`src/rtl/hpd_pkg.sv`:
```
package hpd_pkg;
   typedef enum logic [1:0] {
      ST_IDLE = 2'd0,
      ST_WARM = 2'd1,
      ST_SAMP = 2'd2
   } seq_st_t;

   localparam int CTL_W   = 5;
   localparam int F_GO    = 0;
   localparam int F_DAC   = 1;
   localparam int F_BLANK = 2;
   localparam int F_TWICE = 3;
   localparam int F_ICLR  = 4;
endpackage

```
`src/rtl/hpd_sync.sv`:
```
module hpd_sync #(
   parameter int W      = 1,
   parameter int STAGES = 2
) (
   input  logic         clk,
   input  logic         rst_n,
   input  logic [W-1:0] d,
   output logic [W-1:0] q
);
   localparam int SR_W = W * STAGES;

   logic [SR_W-1:0] sr;

   always_ff @(posedge clk or negedge rst_n) begin
      if (!rst_n) sr <= '0;
      else        sr <= {sr[SR_W-W-1:0], d};
   end

   assign q = sr[SR_W-1 -: W];
endmodule

```
`src/rtl/hpd_cfg_reg.sv`:
```
module hpd_cfg_reg
   import hpd_pkg::*;
(
   input  logic             clk,
   input  logic             rst_n,
   input  logic             wr,
   input  logic [CTL_W-1:0] wdata,
   input  logic             busy,
   input  logic             fin_evt,
   output logic             dac_en_q,
   output logic             blank_q,
   output logic             twice_q,
   output logic             irq_q,
   output logic             go_req
);
   logic idle_wr;

   assign idle_wr = wr && !busy;
   assign go_req  = idle_wr && wdata[F_GO];

   always_ff @(posedge clk or negedge rst_n) begin
      if (!rst_n) begin
         dac_en_q <= 1'b0;
         blank_q  <= 1'b0;
         twice_q  <= 1'b0;
      end else if (idle_wr) begin
         dac_en_q <= wdata[F_DAC];
         blank_q  <= wdata[F_BLANK];
         twice_q  <= wdata[F_TWICE];
      end
   end

   always_ff @(posedge clk or negedge rst_n) begin
      if (!rst_n)                     irq_q <= 1'b0;
      else if (fin_evt)               irq_q <= 1'b1;
      else if (wr && wdata[F_ICLR])   irq_q <= 1'b0;
   end
endmodule

```
`src/rtl/hpd_seq_fsm.sv`:
```
module hpd_seq_fsm
   import hpd_pkg::*;
#(
   parameter int NCH    = 2,
   parameter int WARM_W = 8,
   parameter int SMP_W  = 8,
   parameter int PER_W  = 4
) (
   input  logic              clk,
   input  logic              rst_n,
   input  logic              start,
   input  logic              twice,
   input  logic [WARM_W-1:0] cfg_warm,
   input  logic [SMP_W-1:0]  cfg_smp,
   input  logic [PER_W-1:0]  cfg_per,
   input  logic [NCH-1:0]    sense_s,
   input  logic              done_s,
   output logic              busy,
   output logic              fin_evt,
   output logic [NCH-1:0]    sense_lat,
   output logic              present_q,
   output logic              tmo_q,
   output logic              need_q
);
   seq_st_t           st;
   logic [WARM_W-1:0] wcnt;
   logic [SMP_W-1:0]  scnt;
   logic [PER_W-1:0]  pcnt;
   logic              second;

   logic tick, pass_end, again, fin_ok, fin_tmo;

   assign busy     = (st != ST_IDLE);
   assign tick     = (st == ST_SAMP) && (scnt == '0);
   assign pass_end = tick && done_s;
   assign again    = pass_end && twice && !second;
   assign fin_ok   = pass_end && !again;
   assign fin_tmo  = tick && !done_s && (pcnt <= PER_W'(1));
   assign fin_evt  = fin_ok || fin_tmo;

   always_ff @(posedge clk or negedge rst_n) begin
      if (!rst_n) begin
         st        <= ST_IDLE;
         wcnt      <= '0;
         scnt      <= '0;
         pcnt      <= '0;
         second    <= 1'b0;
         sense_lat <= '0;
         present_q <= 1'b0;
         tmo_q     <= 1'b0;
         need_q    <= 1'b1;
      end else begin
         case (st)
            ST_IDLE: begin
               if (start) begin
                  st     <= ST_WARM;
                  wcnt   <= cfg_warm;
                  second <= 1'b0;
                  tmo_q  <= 1'b0;
               end
            end
            ST_WARM: begin
               if (wcnt == '0) begin
                  sense_lat <= sense_s;
                  st        <= ST_SAMP;
                  scnt      <= cfg_smp;
                  pcnt      <= cfg_per;
               end else begin
                  wcnt <= wcnt - WARM_W'(1);
               end
            end
            ST_SAMP: begin
               if (!tick) begin
                  scnt <= scnt - SMP_W'(1);
               end else if (again) begin
                  second <= 1'b1;
                  st     <= ST_WARM;
                  wcnt   <= cfg_warm;
               end else if (fin_ok) begin
                  st        <= ST_IDLE;
                  present_q <= |sense_lat;
                  need_q    <= 1'b0;
               end else if (fin_tmo) begin
                  st    <= ST_IDLE;
                  tmo_q <= 1'b1;
               end else begin
                  pcnt <= pcnt - PER_W'(1);
                  scnt <= cfg_smp;
               end
            end
            default: st <= ST_IDLE;
         endcase
      end
   end
endmodule

```
`src/rtl/hpd_detect_seq.sv`:
```
module hpd_detect_seq
   import hpd_pkg::*;
#(
   parameter int NCH         = 2,
   parameter int WARM_W      = 8,
   parameter int SMP_W       = 8,
   parameter int PER_W       = 4,
   parameter int SYNC_STAGES = 2
) (
   input  logic              clk,
   input  logic              rst_n,
   input  logic              ctl_wr,
   input  logic [CTL_W-1:0]  ctl_wdata,
   input  logic              probe,
   input  logic [WARM_W-1:0] cfg_warm,
   input  logic [SMP_W-1:0]  cfg_smp,
   input  logic [PER_W-1:0]  cfg_per,
   input  logic [NCH-1:0]    sense_in,
   input  logic              sense_done,
   output logic              trig_o,
   output logic              present_o,
   output logic              irq_o,
   output logic              tmo_o,
   output logic              need_o,
   output logic              dac_o,
   output logic [NCH-1:0]    sense_o
);
   localparam int SYNC_W = NCH + 1;

   if (NCH < 1) begin : g_bad_nch
      $error("hpd_detect_seq: NCH must be at least 1");
   end
   if (SYNC_STAGES < 2) begin : g_bad_sync
      $error("hpd_detect_seq: SYNC_STAGES must be at least 2");
   end
   if (PER_W < 1 || SMP_W < 1 || WARM_W < 1) begin : g_bad_w
      $error("hpd_detect_seq: counter widths must be positive");
   end

   logic [SYNC_W-1:0] sync_q;
   logic [NCH-1:0]    sense_s;
   logic              done_s;
   logic              busy, fin_evt, go_req, start;
   logic              dac_en_q, blank_q, twice_q, irq_q;
   logic              present_q, tmo_q, need_q;
   logic [NCH-1:0]    sense_lat;

   hpd_sync #(.W(SYNC_W), .STAGES(SYNC_STAGES)) u_sync (
      .clk   (clk),
      .rst_n (rst_n),
      .d     ({sense_done, sense_in}),
      .q     (sync_q)
   );

   assign sense_s = sync_q[NCH-1:0];
   assign done_s  = sync_q[NCH];

   hpd_cfg_reg u_cfg (
      .clk      (clk),
      .rst_n    (rst_n),
      .wr       (ctl_wr),
      .wdata    (ctl_wdata),
      .busy     (busy),
      .fin_evt  (fin_evt),
      .dac_en_q (dac_en_q),
      .blank_q  (blank_q),
      .twice_q  (twice_q),
      .irq_q    (irq_q),
      .go_req   (go_req)
   );

   assign start = !busy && (go_req || (probe && need_q));

   hpd_seq_fsm #(
      .NCH(NCH), .WARM_W(WARM_W), .SMP_W(SMP_W), .PER_W(PER_W)
   ) u_fsm (
      .clk       (clk),
      .rst_n     (rst_n),
      .start     (start),
      .twice     (twice_q),
      .cfg_warm  (cfg_warm),
      .cfg_smp   (cfg_smp),
      .cfg_per   (cfg_per),
      .sense_s   (sense_s),
      .done_s    (done_s),
      .busy      (busy),
      .fin_evt   (fin_evt),
      .sense_lat (sense_lat),
      .present_q (present_q),
      .tmo_q     (tmo_q),
      .need_q    (need_q)
   );

   assign trig_o    = busy;
   assign present_o = present_q;
   assign irq_o     = irq_q;
   assign tmo_o     = tmo_q;
   assign need_o    = need_q;
   assign dac_o     = dac_en_q && !(busy && blank_q);
   assign sense_o   = sense_lat;
endmodule

```
`config.mk`:
```
export PLATFORM = sky130hd
export DESIGN_NAME = hpd_detect_seq
export DESIGN_NICKNAME = d
export VERILOG_FILES = /design/src/rtl/hpd_pkg.sv /design/src/rtl/hpd_sync.sv /design/src/rtl/hpd_cfg_reg.sv /design/src/rtl/hpd_seq_fsm.sv /design/src/rtl/hpd_detect_seq.sv
export SDC_FILE = /design/constraint.sdc
export NUM_CORES = 1
export LEC_CHECK = 0
export BUFFER_PORTS_ARGS = -buffer_cell sky130_fd_sc_hd__buf_2
export CAP_MARGIN = 20
export CORE_ASPECT_RATIO = 0.6
export CORE_MARGIN = 5
export CORE_UTILIZATION = 50
export DETAILED_ROUTE_END_ITERATION = 8
export MAX_ROUTING_LAYER = met4
export PLACE_DENSITY = 0.84
export SLEW_MARGIN = 20
export SYNTH_ARGS = -nofsm -noshare
export SYNTH_HDL_FRONTEND = slang
export SYNTH_SLANG_ARGS = --single-unit
```
`constraint.sdc`:
```
create_clock -name clk -period 2.7 [get_ports clk]
set_input_delay 0.54 -clock clk [delete_from_list [all_inputs] [get_ports clk]]
set_output_delay 0.54 -clock clk [all_outputs]
set_load 0.01 [all_outputs]
```
# After elaboration in Yosys (flattened, before gate mapping)
# Index checks and enable logic that the tools add are counted.
dict set report totals {
  n_memories 0
  latchBits 0
  rom_bits 0
  out_inout_bits 8
  word_cells 107
  in_bits 32
  reg_bits 38
  mem_bits_rw 0
}
dict set report op_classes {
  add_sub_neg 3
  n_div 0
  mux 35
  magnitude_cmp 1
  multipliers 0
  shift 0
  bitwise 1
  reduce_logical 38
  eq_ne 15
}
# cell count
set op_table {}
lappend op_table {{8-bit 2-to-1 mux} 9}
lappend op_table {{8-bit case mux with 3 select lines} 1}
lappend op_table {{4-bit 2-to-1 mux} 5}
lappend op_table {{8-bit logical NOT} 2}
lappend op_table {{8-bit case mux with 2 select lines} 1}
lappend op_table {{8-bit by 1-bit subtractor with 8-bit output, second input constant} 2}
lappend op_table {{1-bit logical AND} 14}
lappend op_table {{2-bit 2-to-1 mux} 6}
lappend op_table {{4-bit AND reduction} 3}
lappend op_table {{6-bit AND reduction} 2}
lappend op_table {{2-bit inequality test, second input constant} 5}
lappend op_table {{5-bit AND reduction} 2}
lappend op_table {{1-bit 2-to-1 mux} 9}
lappend op_table {{3-bit inequality test, second input constant} 3}
lappend op_table {{2-bit by 1-bit inequality test with 1-bit output, second input constant} 4}
lappend op_table {{4-bit case mux with 2 select lines} 1}
lappend op_table {{2-bit nonzero test} 4}
lappend op_table {{2-bit case mux with 3 select lines} 1}
lappend op_table {{1-bit logical NOT} 5}
lappend op_table {{4-bit by 1-bit <= comparator with 1-bit output, second input constant} 1}
lappend op_table {{4-bit by 1-bit inequality test with 1-bit output, second input constant} 1}
lappend op_table {{1-bit case mux with 2 select lines} 2}
lappend op_table {{4-bit by 1-bit subtractor with 4-bit output, second input constant} 1}
lappend op_table {{3-bit nonzero test} 1}
lappend op_table {{other kinds (7)} 8}

# Depth between registers and ports, before layout
# Gate-level depths: netlist of run 1.
dict set report depth {
  word_depth 11
  depth_mapped 8
  depth_no_buf 7
}

# By module
# Synthesis of run 1 repeated with hierarchy kept, for this count alone.
dict set report hier_totals {
  cells_unflattened 242
  hier_area_um2 2317.2
}
# mod cells_each n_inst seq_area_each_um2 area_per_inst_um2
set modules_own_cells {}
lappend modules_own_cells {hpd_seq_fsm 219 1 701.9 1946.9}
lappend modules_own_cells {hpd_cfg_reg 11 1 100.1 177.7}
lappend modules_own_cells {hpd_sync 9 1 150.1 172.7}
lappend modules_own_cells {hpd_detect_seq 3 1 0.0 20.0}

# Worst setup path after synthesis of run 1
# No wires, ideal clock.
dict set report synth_path {
  path_kind {flip-flop to flip-flop}
  startpoint {reg u_fsm.scnt[0]}
  endpoint {reg u_fsm.wcnt[0]}
  t_required_ps 2624
  stages_incl_launch_ff 9
  setup_time_ps 76
  arrival_ps 2019
  synth_period_minus_slack_ps 2095
  path_slack_ps 605
  n_path_buf 1
  cell_sequence {dfrtp_1 -> inv_1 -> ha_1 -> or3b_2 -> o31ai_1 -> nand4b_1 -> buf_2 -> or3_1 -> o21ai_1}
}
dict set report synth_via {
  elab_chain_len 7
  elab_cells_between_ends 8
  cone_classes {2 x eq/ne; 6 x reduce/logical}
}
# element line
set synth_rtl {}
lappend synth_rtl {{from (decl)} hpd_seq_fsm.sv:27} ;# logic [SMP_W-1:0] scnt;
lappend synth_rtl {{from (signal assigned)} hpd_seq_fsm.sv:66} ;# scnt <= cfg_smp;
lappend synth_rtl {{from (signal assigned)} hpd_seq_fsm.sv:74} ;# scnt <= scnt - SMP_W'(1);
lappend synth_rtl {{from (signal assigned)} hpd_seq_fsm.sv:88} ;# scnt <= cfg_smp;
lappend synth_rtl {{8-bit logical NOT *} hpd_seq_fsm.sv:34} ;# assign tick = (st == ST_SAMP) && (scnt == '0);
lappend synth_rtl {{1-bit logical AND *} hpd_seq_fsm.sv:34}
lappend synth_rtl {{1-bit logical AND} hpd_seq_fsm.sv:35} ;# assign pass_end = tick && done_s;
lappend synth_rtl {{1-bit logical AND (2 in a row)} hpd_seq_fsm.sv:36} ;# assign again = pass_end && twice && !second;
lappend synth_rtl {{2-bit by 1-bit inequality test with 1-bit output (no source line)} -}
lappend synth_rtl {{5-bit AND reduction (no source line) *} -}
lappend synth_rtl {{to (signal assigned)} hpd_seq_fsm.sv:57} ;# wcnt <= cfg_warm;
lappend synth_rtl {{to (signal assigned)} hpd_seq_fsm.sv:69} ;# wcnt <= wcnt - WARM_W'(1);
lappend synth_rtl {{to (signal assigned)} hpd_seq_fsm.sv:78} ;# wcnt <= cfg_warm;
lappend synth_rtl {{to (decl)} hpd_seq_fsm.sv:26} ;# logic [WARM_W-1:0] wcnt;
# Mark *: on every way between the ends. The rest lies on a longest branch, timed or not.
# A chain may end at the register's enable or synchronous reset.

# Worst setup path in the final report of run 1
# Ends and elaborated chain as after synthesis.

==> impl_metrics.env, run 1 <==
export IMPL_status="completed"
export IMPL_power_density_nw_per_um2=433
export IMPL_clk_pin_slew_ns=0.08
export IMPL_netlist_instances=235
export IMPL_rr_startpoint="u_fsm.scnt[0]$_DFFE_PN0P_"
export IMPL_synth_compound_area_share_pct=19.3
export IMPL_synth_xor_area_share_pct=0
export IMPL_wl_per_cell_um=14.4
export IMPL_fin_util_pct=61.7
export IMPL_holdBufCountCts=0
export IMPL_avgSynthCellArea_um2=9.21
export IMPL_async_flop_share_pct=100
export IMPL_io_buffer_count=39
export IMPL_cp_arrival_ns=2.54
export IMPL_period_needed_ns=2.30
export IMPL_fin_setup_tns_ns=0
export IMPL_synth_top_family_by_area="simple AND/OR/NAND/NOR gates"
export IMPL_ir_worst_vdd_uv=317
export IMPL_syn_area_um2=2160
export IMPL_hold_path_class="in2async"
export IMPL_wl_um=4910
export IMPL_antenna_found_initial=0
export IMPL_setup_viol=0
export IMPL_dp_slack_ns=0.435
export IMPL_leakagePower_nw=1.14
export IMPL_hold_slack_ns=0.339
export IMPL_root_buffer="clkbuf_8"
export IMPL_drtIter0Drc=164
export IMPL_numCtsBuffers=5
export IMPL_ys_seq_area_share_pct=44.0
export IMPL_row_count=18
export IMPL_internal_power_uw=866
export IMPL_slowest_delay_ns=0.50
export IMPL_ioPinCount=40
export IMPL_clockBufferDepth=2
export IMPL_hpwl_um=3630
export IMPL_track_usage_pct=19.0
export IMPL_globalplace_congestion=0.810
export IMPL_relSlewSlack_pct=43.3
export IMPL_clkPwrFrac_pct=44.6
export IMPL_finalHoldViolations=0
export IMPL_overflow=0
export IMPL_die_area_um2=5790
export IMPL_syn_num_nets=277
export IMPL_drc=0
export IMPL_fin_worst_skew_ns=0.00344
export IMPL_post_cts_resize_count=0
export IMPL_crit_fanout=20
export IMPL_synthAdderAreaFrac_pct=5.78
export IMPL_crit_type="reg2reg"
export IMPL_tightest_slew_ns=0.850
export IMPL_viasPerCell=5.64
export IMPL_h_tree_depth=2
export IMPL_critPathTopFamily="simple AND/OR/NAND/NOR gates"
export IMPL_synth_edff_count=0
export IMPL_cts_tree="done"
export IMPL_seqPwrFrac_pct=51.9
export IMPL_synth_seq_cells=38
export IMPL_p_total_mw=1.11
export IMPL_grt_pass1_vias=1745
export IMPL_power_switching_uw=241
export IMPL_rrSetupSlack_ns=0.40
export IMPL_critPathRequiredTime_ns=2.94
export IMPL_drive_above_1_share_pct=24.3
export IMPL_cp_start_kind="flop"
export IMPL_rsz0062_at_grt="false"
export IMPL_die_w_um=94.9
export IMPL_p_comb_share_pct=3.5
export IMPL_worstPathCellList="inv_1 -> ha_1 -> or3b_2 -> o31ai_1 -> nand4b_1 -> buf_4 -> or3_1 -> o21ai_1"
export IMPL_ys_types=48
export IMPL_start_util_pct=52.2
export IMPL_fin_crit_sh_pct=85.2
export IMPL_drtPass1Iterations=4
export IMPL_r2r_cells=8
export IMPL_die_h_um=61.0
export IMPL_synthMuxAreaShare_pct=5.44
export IMPL_cts_setup_buffers=0
export IMPL_fmax_mhz=434
export IMPL_antenna_cells=0
export IMPL_synthFlopType="dfrtp_1"
export IMPL_core_area_um2=4140
export IMPL_cts_sinks=38
export IMPL_fin_ws_ns=0.398
export IMPL_grt_max_degree=39
export IMPL_crit_path_end_kind="flop"
export IMPL_yosys_area_share_simple_pct=21.3
export IMPL_ant_nets=0
export IMPL_yosys_warnings=0
export IMPL_vias=1917
export IMPL_slowest_stage="or3b_2"
export IMPL_cap_violations=0
export IMPL_drv_slew=0
export IMPL_cp_num_buf_inv=2
export IMPL_switching_share_pct=21.8
export IMPL_final_nets=321
export IMPL_r2r_end="u_fsm.wcnt[0]$_DFFE_PN0P_"
export IMPL_area_growth_pct=18.3
export IMPL_clk_latency_ns=0.30
export IMPL_grt_pass1_wl_um=8140
==> synth_stat cells (2+ instances only) <==
| cell type | count | area share (%) |
|---|---|---|
| a211o_1 | 4 | 1.6 |
| a211oi_1 | 3 | 1.0 |
| a21oi_1 | 14 | 3.2 |
| a22oi_1 | 2 | 0.69 |
| a31o_2 | 2 | 0.81 |
| a31oi_1 | 3 | 0.87 |
| and3_1 | 3 | 0.87 |
| buf_2 | 3 | 0.69 |
| clkbuf_1 | 6 | 1.0 |
| dfrtp_1 | 37 | 43 |
| ha_1 | 10 | 5.8 |
| inv_1 | 10 | 1.7 |
| mux2_2 | 6 | 3.1 |
| mux2i_1 | 5 | 2.3 |
| nand2_1 | 15 | 2.6 |
| nand2b_1 | 2 | 0.58 |
| nand3_1 | 9 | 2.1 |
| nand3b_1 | 3 | 1.0 |
| nand4_1 | 2 | 0.58 |
| nand4b_1 | 2 | 0.81 |
| nor2_1 | 27 | 4.7 |
| nor2b_1 | 2 | 0.58 |
| nor3_1 | 9 | 2.1 |
| nor3b_1 | 2 | 0.69 |
| nor4_1 | 5 | 1.4 |
| o211ai_1 | 2 | 0.69 |
| o21a_1 | 2 | 0.69 |
| o21ai_0 | 19 | 4.4 |
| o311ai_0 | 2 | 0.81 |
| o31ai_1 | 3 | 1.0 |
| or3_1 | 4 | 1.2 |
==> placed cells by master (no fill, tap or decap), types with 5 or more instances in the layout <==
cell type,synthesis,layout
o21ai_0,19,18
nor2_1,27,27
buf_2,3,39
a21oi_1,14,14
nand3_1,9,9
buf_4,0,8
mux2_2,6,6
dfrtp_1,37,37
inv_1,10,10
mux2i_1,5,5
nor4_1,5,5
ha_1,10,10
nand2_1,15,15
nor3_1,9,9
clkbuf_8,0,5
==> layer usage <==
layer | up-vias | GRT usage [%] | part of all wire [%]
li1 | 946 | - | -
met1 | 896 | 26.3 | 49
met2 | 68 | 27.3 | 41
met3 | 7 | 6.07 | 8.2
met4 | 0 | 4.52 | 0.90
met5 | - | - | 0
==> layout make-up <==
type,count,area (um^2)
multi-input combinational,176,1120
clock buffer,5,68.8
sequential,38,952
inverter,11,41.3
tap,60,75.1
clock inverter,3,45.0
timing repair buffer,47,255
fill,370,1590
==> state kept, by name, indices dropped and copies added, names as in the netlist, 2 cells and up <==
register         cells
u_fsm.st             2
u_fsm.scnt           8
u_fsm.pcnt           4
u_fsm.wcnt           8
u_fsm.sense_lat      2
u_sync.sr            6
==> per-stage QoR <==
step / cells / cell area (um^2)
final: 340 / 2560
after global routing: 340 / 2560
after CTS: 340 / 2560
after detailed placement: 332 / 2440
after global placement: 332 / 2440
after floorplan: 235 / 2160
==> logic make-up after synthesis <==
group	after synthesis
compound gates	65
fa+ha+maj	10
buf+inv	21
flops	38
mux	11
simple gates	90
==> power by group through the flow <==
| stage | sequential [mW] | combinational, mW | clock [mW] |
|---|---|---|---|
| after global placement | 0.586 | 0.0394 | 0 |
| after global routing | 0.576 | 0.0445 | 0.526 |
| after CTS | 0.575 | 0.0399 | 0.499 |
| after detailed placement | 0.586 | 0.0399 | 0 |
| after floorplan | 0.586 | 0.00389 | 0 |
| final | 0.575 | 0.0389 | 0.494 |
==> worst max-delay path by stage <==
stage / from / to / cells past startpoint
2_1_floorplan: u_fsm.scnt[0]$_DFFE_PN0P_ / u_fsm.wcnt[0]$_DFFE_PN0P_ / 8
4_1_cts: u_fsm.scnt[0]$_DFFE_PN0P_ / u_fsm.wcnt[0]$_DFFE_PN0P_ / 8
6_report: u_fsm.scnt[0]$_DFFE_PN0P_ / u_fsm.wcnt[0]$_DFFE_PN0P_ / 8
3_5_place_dp: u_fsm.scnt[0]$_DFFE_PN0P_ / u_fsm.wcnt[0]$_DFFE_PN0P_ / 8
5_1_grt: u_fsm.scnt[0]$_DFFE_PN0P_ / u_fsm.wcnt[3]$_DFFE_PN0P_ / 8
3_3_place_gp: u_fsm.scnt[0]$_DFFE_PN0P_ / u_fsm.wcnt[0]$_DFFE_PN0P_ / 8
Power figures use the tool's default switching activity.
==> run 2: changes to the inputs <==
BUFFER_PORTS_ARGS = -buffer_cell sky130_fd_sc_hd__clkbuf_2   (was -buffer_cell sky130_fd_sc_hd__buf_2)
CORE_ASPECT_RATIO = not set   (was 0.6)
CORE_UTILIZATION = 45   (was 50)
PLACE_DENSITY = 0.78   (was 0.84)
==> impl_metrics.env, run 2 (synthesized netlist as in run 1, its figures left out) <==
export IMPL_status="completed"
export IMPL_root_buffer="clkbuf_8"
export IMPL_slowest_stage="or3b_2"
export IMPL_rrSetupSlack_ns=0.44
export IMPL_drive_above_1_share_pct=23.0
export IMPL_relSlewSlack_pct=37.0
export IMPL_ant_nets=0
export IMPL_r2r_cells=8
export IMPL_worstPathCellList="inv_1 -> ha_1 -> or3b_2 -> o31ai_1 -> nand4b_1 -> buf_4 -> or3_1 -> o21ai_1"
export IMPL_ir_worst_vdd_uv=269
export IMPL_post_cts_resize_count=0
export IMPL_hold_path_class="reg2reg"
export IMPL_crit_path_end_kind="flop"
export IMPL_grt_max_degree=39
export IMPL_final_nets=319
export IMPL_ioPinCount=40
export IMPL_cap_violations=0
export IMPL_viasPerCell=5.73
export IMPL_period_needed_ns=2.26
export IMPL_wl_per_cell_um=14.2
export IMPL_grt_pass1_wl_um=8360
export IMPL_cts_sinks=38
export IMPL_globalplace_congestion=0.872
export IMPL_postLayoutCellArea_um2=2530
export IMPL_row_count=25
export IMPL_h_tree_depth=2
export IMPL_die_h_um=79.3
export IMPL_clk_pin_slew_ns=0.07
export IMPL_layout_commonest_cell="clkbuf_2"
export IMPL_min_to="u_sync.sr[4]$_DFF_PN0_"
export IMPL_critPathRequiredTime_ns=2.92
export IMPL_antenna_found_initial=0
export IMPL_cts_tree="done"
export IMPL_fmax_mhz=442
export IMPL_numCtsBuffers=5
export IMPL_antenna_cells=0
export IMPL_clockBufferDepth=2
export IMPL_setup_viol=0
export IMPL_rr_startpoint="u_fsm.scnt[0]$_DFFE_PN0P_"
export IMPL_crit_type="reg2reg"
export IMPL_hpwl_um=3560
export IMPL_hold_slack_ns=0.353
export IMPL_overflow=0
export IMPL_leakagePower_nw=1.14
export IMPL_area_growth_pct=16.9
export IMPL_hp_start="u_sync.sr[1]$_DFF_PN0_"
export IMPL_slowest_delay_ns=0.49
export IMPL_fin_setup_tns_ns=0
export IMPL_power_density_nw_per_um2=428
export IMPL_drc=0
export IMPL_biggestRegsByFlops="u_fsm.scnt (8), u_fsm.wcnt (8), u_sync.sr (6)"
export IMPL_finalHoldViolations=0
export IMPL_grt_pass1_vias=1858
export IMPL_cp_arrival_ns=2.48
export IMPL_holdBufCountCts=0
export IMPL_r2r_end="u_fsm.wcnt[0]$_DFFE_PN0P_"
export IMPL_die_area_um2=6290
export IMPL_io_buffer_count=39
export IMPL_wl_um=4720
export IMPL_fin_worst_skew_ns=0.00377
export IMPL_cts_setup_buffers=0
export IMPL_cp_start_kind="flop"
export IMPL_die_w_um=79.3
export IMPL_drtIter0Drc=71
export IMPL_rsz0062_at_grt="false"
export IMPL_min_path_cells=0
export IMPL_drtPass1Iterations=4
export IMPL_fin_crit_sh_pct=83.8
export IMPL_clk_latency_ns=0.29
export IMPL_crit_fanout=20
export IMPL_drv_slew=0
export IMPL_tightest_slew_ns=0.945
export IMPL_start_util_pct=46.1
export IMPL_track_usage_pct=16.9
export IMPL_vias=1901
export IMPL_mostFrequentLayoutCells="clkbuf_2, dfrtp_1, nor2_1"
export IMPL_nFillCells=442
export IMPL_placed_cell_area_um2=2420
export IMPL_core_area_um2=4690
## run 2: critical path: cells and delay by family, from the launching register on
kind	cells	cell delay, ns
simple gates	3	0.96
flops	1	0.41
buf+inv	2	0.33
compound gates	2	0.33
fa+ha+maj	1	0.17
## run 2: how the worst max path moves through the flow
stage / from / end / cells past startpoint
2_1_floorplan: u_fsm.scnt[0]$_DFFE_PN0P_ / u_fsm.wcnt[0]$_DFFE_PN0P_ / 8
3_3_place_gp: u_fsm.scnt[0]$_DFFE_PN0P_ / u_fsm.wcnt[0]$_DFFE_PN0P_ / 8
3_5_place_dp: u_fsm.scnt[0]$_DFFE_PN0P_ / u_fsm.wcnt[0]$_DFFE_PN0P_ / 8
4_1_cts: u_fsm.scnt[0]$_DFFE_PN0P_ / u_fsm.wcnt[0]$_DFFE_PN0P_ / 8
5_1_grt: u_fsm.scnt[0]$_DFFE_PN0P_ / u_fsm.wcnt[7]$_DFFE_PN0P_ / 8
6_report: u_fsm.scnt[0]$_DFFE_PN0P_ / u_fsm.wcnt[0]$_DFFE_PN0P_ / 8
## run 2: final cells by class
type                       instances  area [um^2]  area share (%)
clock buffer                       7         76.3            3.02
clock inverter                     1         30.0            1.19
inverter                          11         41.3            1.63
multi-input combinational        176         1120            44.3
sequential                        38          952            37.7
tap                               54         67.6            2.67
timing repair buffer              45          240            9.50
## run 2: routing by layer
| layer | GRT usage, % | vias up | routed length [um] |
|---|---|---|---|
| met3 | 3.74 | 4 | 198 |
| met2 | 26.9 | 40 | 2200 |
| met4 | 4.64 | 0 | 51 |
| li1 | - | 947 | - |
| met5 | - | - | 0 |
| met1 | 21.8 | 910 | 2270 |
## run 2: through the flow
step	total power [mW]	setup WS, ns	cells	util [%]
3_5_place_dp	0.627	0.472	324	51.6
4_1_cts	1.10	0.451	332	53.9
2_1_floorplan	0.590	0.605	235	-
6_report	1.08	0.436	332	53.9
5_1_grt	1.13	0.225	332	53.9
3_3_place_gp	0.626	0.499	324	51.6
## run 2: where the power goes
part | total (mW) | internal (mW) | switching, mW
combinational | 0.0386 | 0.0185 | 0.0201
clock | 0.469 | 0.276 | 0.192
sequential | 0.576 | 0.574 | 0.00241
total | 1.08 | 0.868 | 0.215
==> run 3: changes to the inputs <==
clock period = 2.2 ns   (was 2.7 ns; I/O delays follow)
==> impl_metrics.env, run 3 (synthesized netlist as in run 1, its figures left out) <==
export IMPL_status="completed"
export IMPL_ioPinCount=40
export IMPL_setup_viol=0
export IMPL_die_area_um2=6290
export IMPL_final_nets=339
export IMPL_viasPerCell=5.67
export IMPL_placed_cell_area_um2=2520
export IMPL_cp_arrival_ns=2.38
export IMPL_rrSetupSlack_ns=0.06
export IMPL_clk_pin_slew_ns=0.07
export IMPL_drtPass1Iterations=4
export IMPL_crit_fanout=10
export IMPL_cp_num_buf_inv=3
export IMPL_leakagePower_nw=1.26
export IMPL_vias=1995
export IMPL_slowest_stage="dfrtp_1"
export IMPL_period_needed_ns=2.14
export IMPL_p_total_mw=1.32
export IMPL_h_tree_depth=2
export IMPL_r2r_cells=9
export IMPL_globalplace_congestion=0.876
export IMPL_ant_nets=0
export IMPL_relSlewSlack_pct=74.7
export IMPL_wl_um=5180
export IMPL_grt_max_degree=22
export IMPL_die_h_um=79.3
export IMPL_critPathTopFamily="simple AND/OR/NAND/NOR gates"
export IMPL_cap_violations=0
export IMPL_core_area_um2=4690
export IMPL_wl_per_cell_um=14.7
export IMPL_clockBufferDepth=2
export IMPL_fmax_mhz=468
export IMPL_io_buffer_count=39
export IMPL_r2r_end="u_fsm.wcnt[4]$_DFFE_PN0P_"
export IMPL_layout_commonest_cell="clkbuf_2"
export IMPL_worstPathCellList="inv_2 -> ha_4 -> or3b_4 -> o31ai_4 -> nand4b_1 -> buf_6 -> buf_12 -> nor4_1 -> a211o_1"
export IMPL_fin_crit_sh_pct=97.2
export IMPL_hpwl_um=3680
export IMPL_grt_pass1_vias=1950
export IMPL_row_count=25
export IMPL_hold_path_class="in2async"
export IMPL_postLayoutCellArea_um2=2760
export IMPL_nFillCells=409
export IMPL_mostFrequentLayoutCells="clkbuf_2, dfrtp_1, nor2_1"
export IMPL_antenna_found_initial=0
export IMPL_tightest_slew_ns=0.376
export IMPL_cp_start_kind="flop"
export IMPL_final_cells=352
export IMPL_dp_cells=336
export IMPL_finalHoldViolations=0
export IMPL_drc=0
export IMPL_clk_latency_ns=0.30
export IMPL_drive_above_1_share_pct=30.9
export IMPL_crit_path_end_kind="flop"
export IMPL_cts_sinks=38
export IMPL_track_usage_pct=17.7
export IMPL_cts_tree="done"
export IMPL_power_density_nw_per_um2=478
export IMPL_critPathRequiredTime_ns=2.44
export IMPL_antenna_cells=0
export IMPL_fin_worst_skew_ns=0.00714
export IMPL_drtIter0Drc=133
export IMPL_numCtsBuffers=5
export IMPL_drv_slew=0
export IMPL_crit_type="reg2reg"
export IMPL_area_growth_pct=27.8
export IMPL_start_util_pct=46.1
export IMPL_holdBufCountCts=0
export IMPL_die_w_um=79.3
export IMPL_rr_startpoint="u_fsm.scnt[1]$_DFFE_PN0P_"
export IMPL_root_buffer="clkbuf_8"
export IMPL_overflow=0
export IMPL_ir_worst_vdd_uv=293
export IMPL_fin_util_pct=58.9
export IMPL_grt_pass1_wl_um=8540
export IMPL_fin_setup_tns_ns=0
export IMPL_biggestRegsByFlops="u_fsm.scnt (8), u_fsm.wcnt (8), u_sync.sr (6)"
export IMPL_slowest_delay_ns=0.40
## run 3: how the worst max path moves through the flow
stage / start / to / slack (ns) / cells past startpoint
2_1_floorplan: u_fsm.scnt[0]$_DFFE_PN0P_ / u_fsm.wcnt[0]$_DFFE_PN0P_ / 0.10 / 8
3_3_place_gp: u_fsm.scnt[1]$_DFFE_PN0P_ / u_fsm.wcnt[0]$_DFFE_PN0P_ / 0.05 / 8
3_5_place_dp: u_fsm.scnt[1]$_DFFE_PN0P_ / u_fsm.wcnt[0]$_DFFE_PN0P_ / -0.02 / 8
4_1_cts: u_fsm.scnt[0]$_DFFE_PN0P_ / u_fsm.wcnt[1]$_DFFE_PN0P_ / 0.04 / 9
5_1_grt: u_fsm.scnt[1]$_DFFE_PN0P_ / u_fsm.wcnt[4]$_DFFE_PN0P_ / -0.01 / 9
6_report: u_fsm.scnt[1]$_DFFE_PN0P_ / u_fsm.wcnt[4]$_DFFE_PN0P_ / 0.06 / 9
## run 3: timing repair
action | 4_1_cts | 5_1_grt
gates resized for setup | 3 | 8
setup buffers | 1 | 5
gates cloned | 2 | 0
pin swaps | 2 | 7
setup endpoints to repair | 3 | 9
## run 3: through the flow
step / hold slack (ns) / setup WS (ns)
5_1_grt: 0.0455 / -0.0135
3_3_place_gp: 0.332 / 0.0489
4_1_cts: 0.0269 / 0.0361
6_report: 0.0278 / 0.0619
2_1_floorplan: 0.144 / 0.105
3_5_place_dp: 0.336 / -0.0239
## run 3: final cells by class
| class | count | area, um^2 | area share, % |
|---|---|---|---|
| multi-input combinational | 176 | 1160 | 42.1 |
| sequential | 38 | 952 | 34.4 |
| timing repair buffer | 65 | 430 | 15.6 |
| clock buffer | 8 | 110 | 3.98 |
| tap | 54 | 67.6 | 2.44 |
| inverter | 11 | 41.3 | 1.49 |
## run 3: metal layers
metal | GRT usage (%) | vias to the layer above | wire length [um]
met3 | 4.88 | 8 | 248
met1 | 20.9 | 956 | 2330
met5 | - | - | 0
met2 | 28.4 | 46 | 2530
li1 | - | 985 | -
met4 | 7.56 | 0 | 75
## run 3: power by group
group          leakage [nW]  total, mW  switching, mW  internal [mW]
registers             0.431      0.707        0.00282          0.704
clock network        0.0575      0.564          0.248          0.316
logic                 0.772     0.0492         0.0252         0.0240
total                  1.26       1.32          0.276           1.04
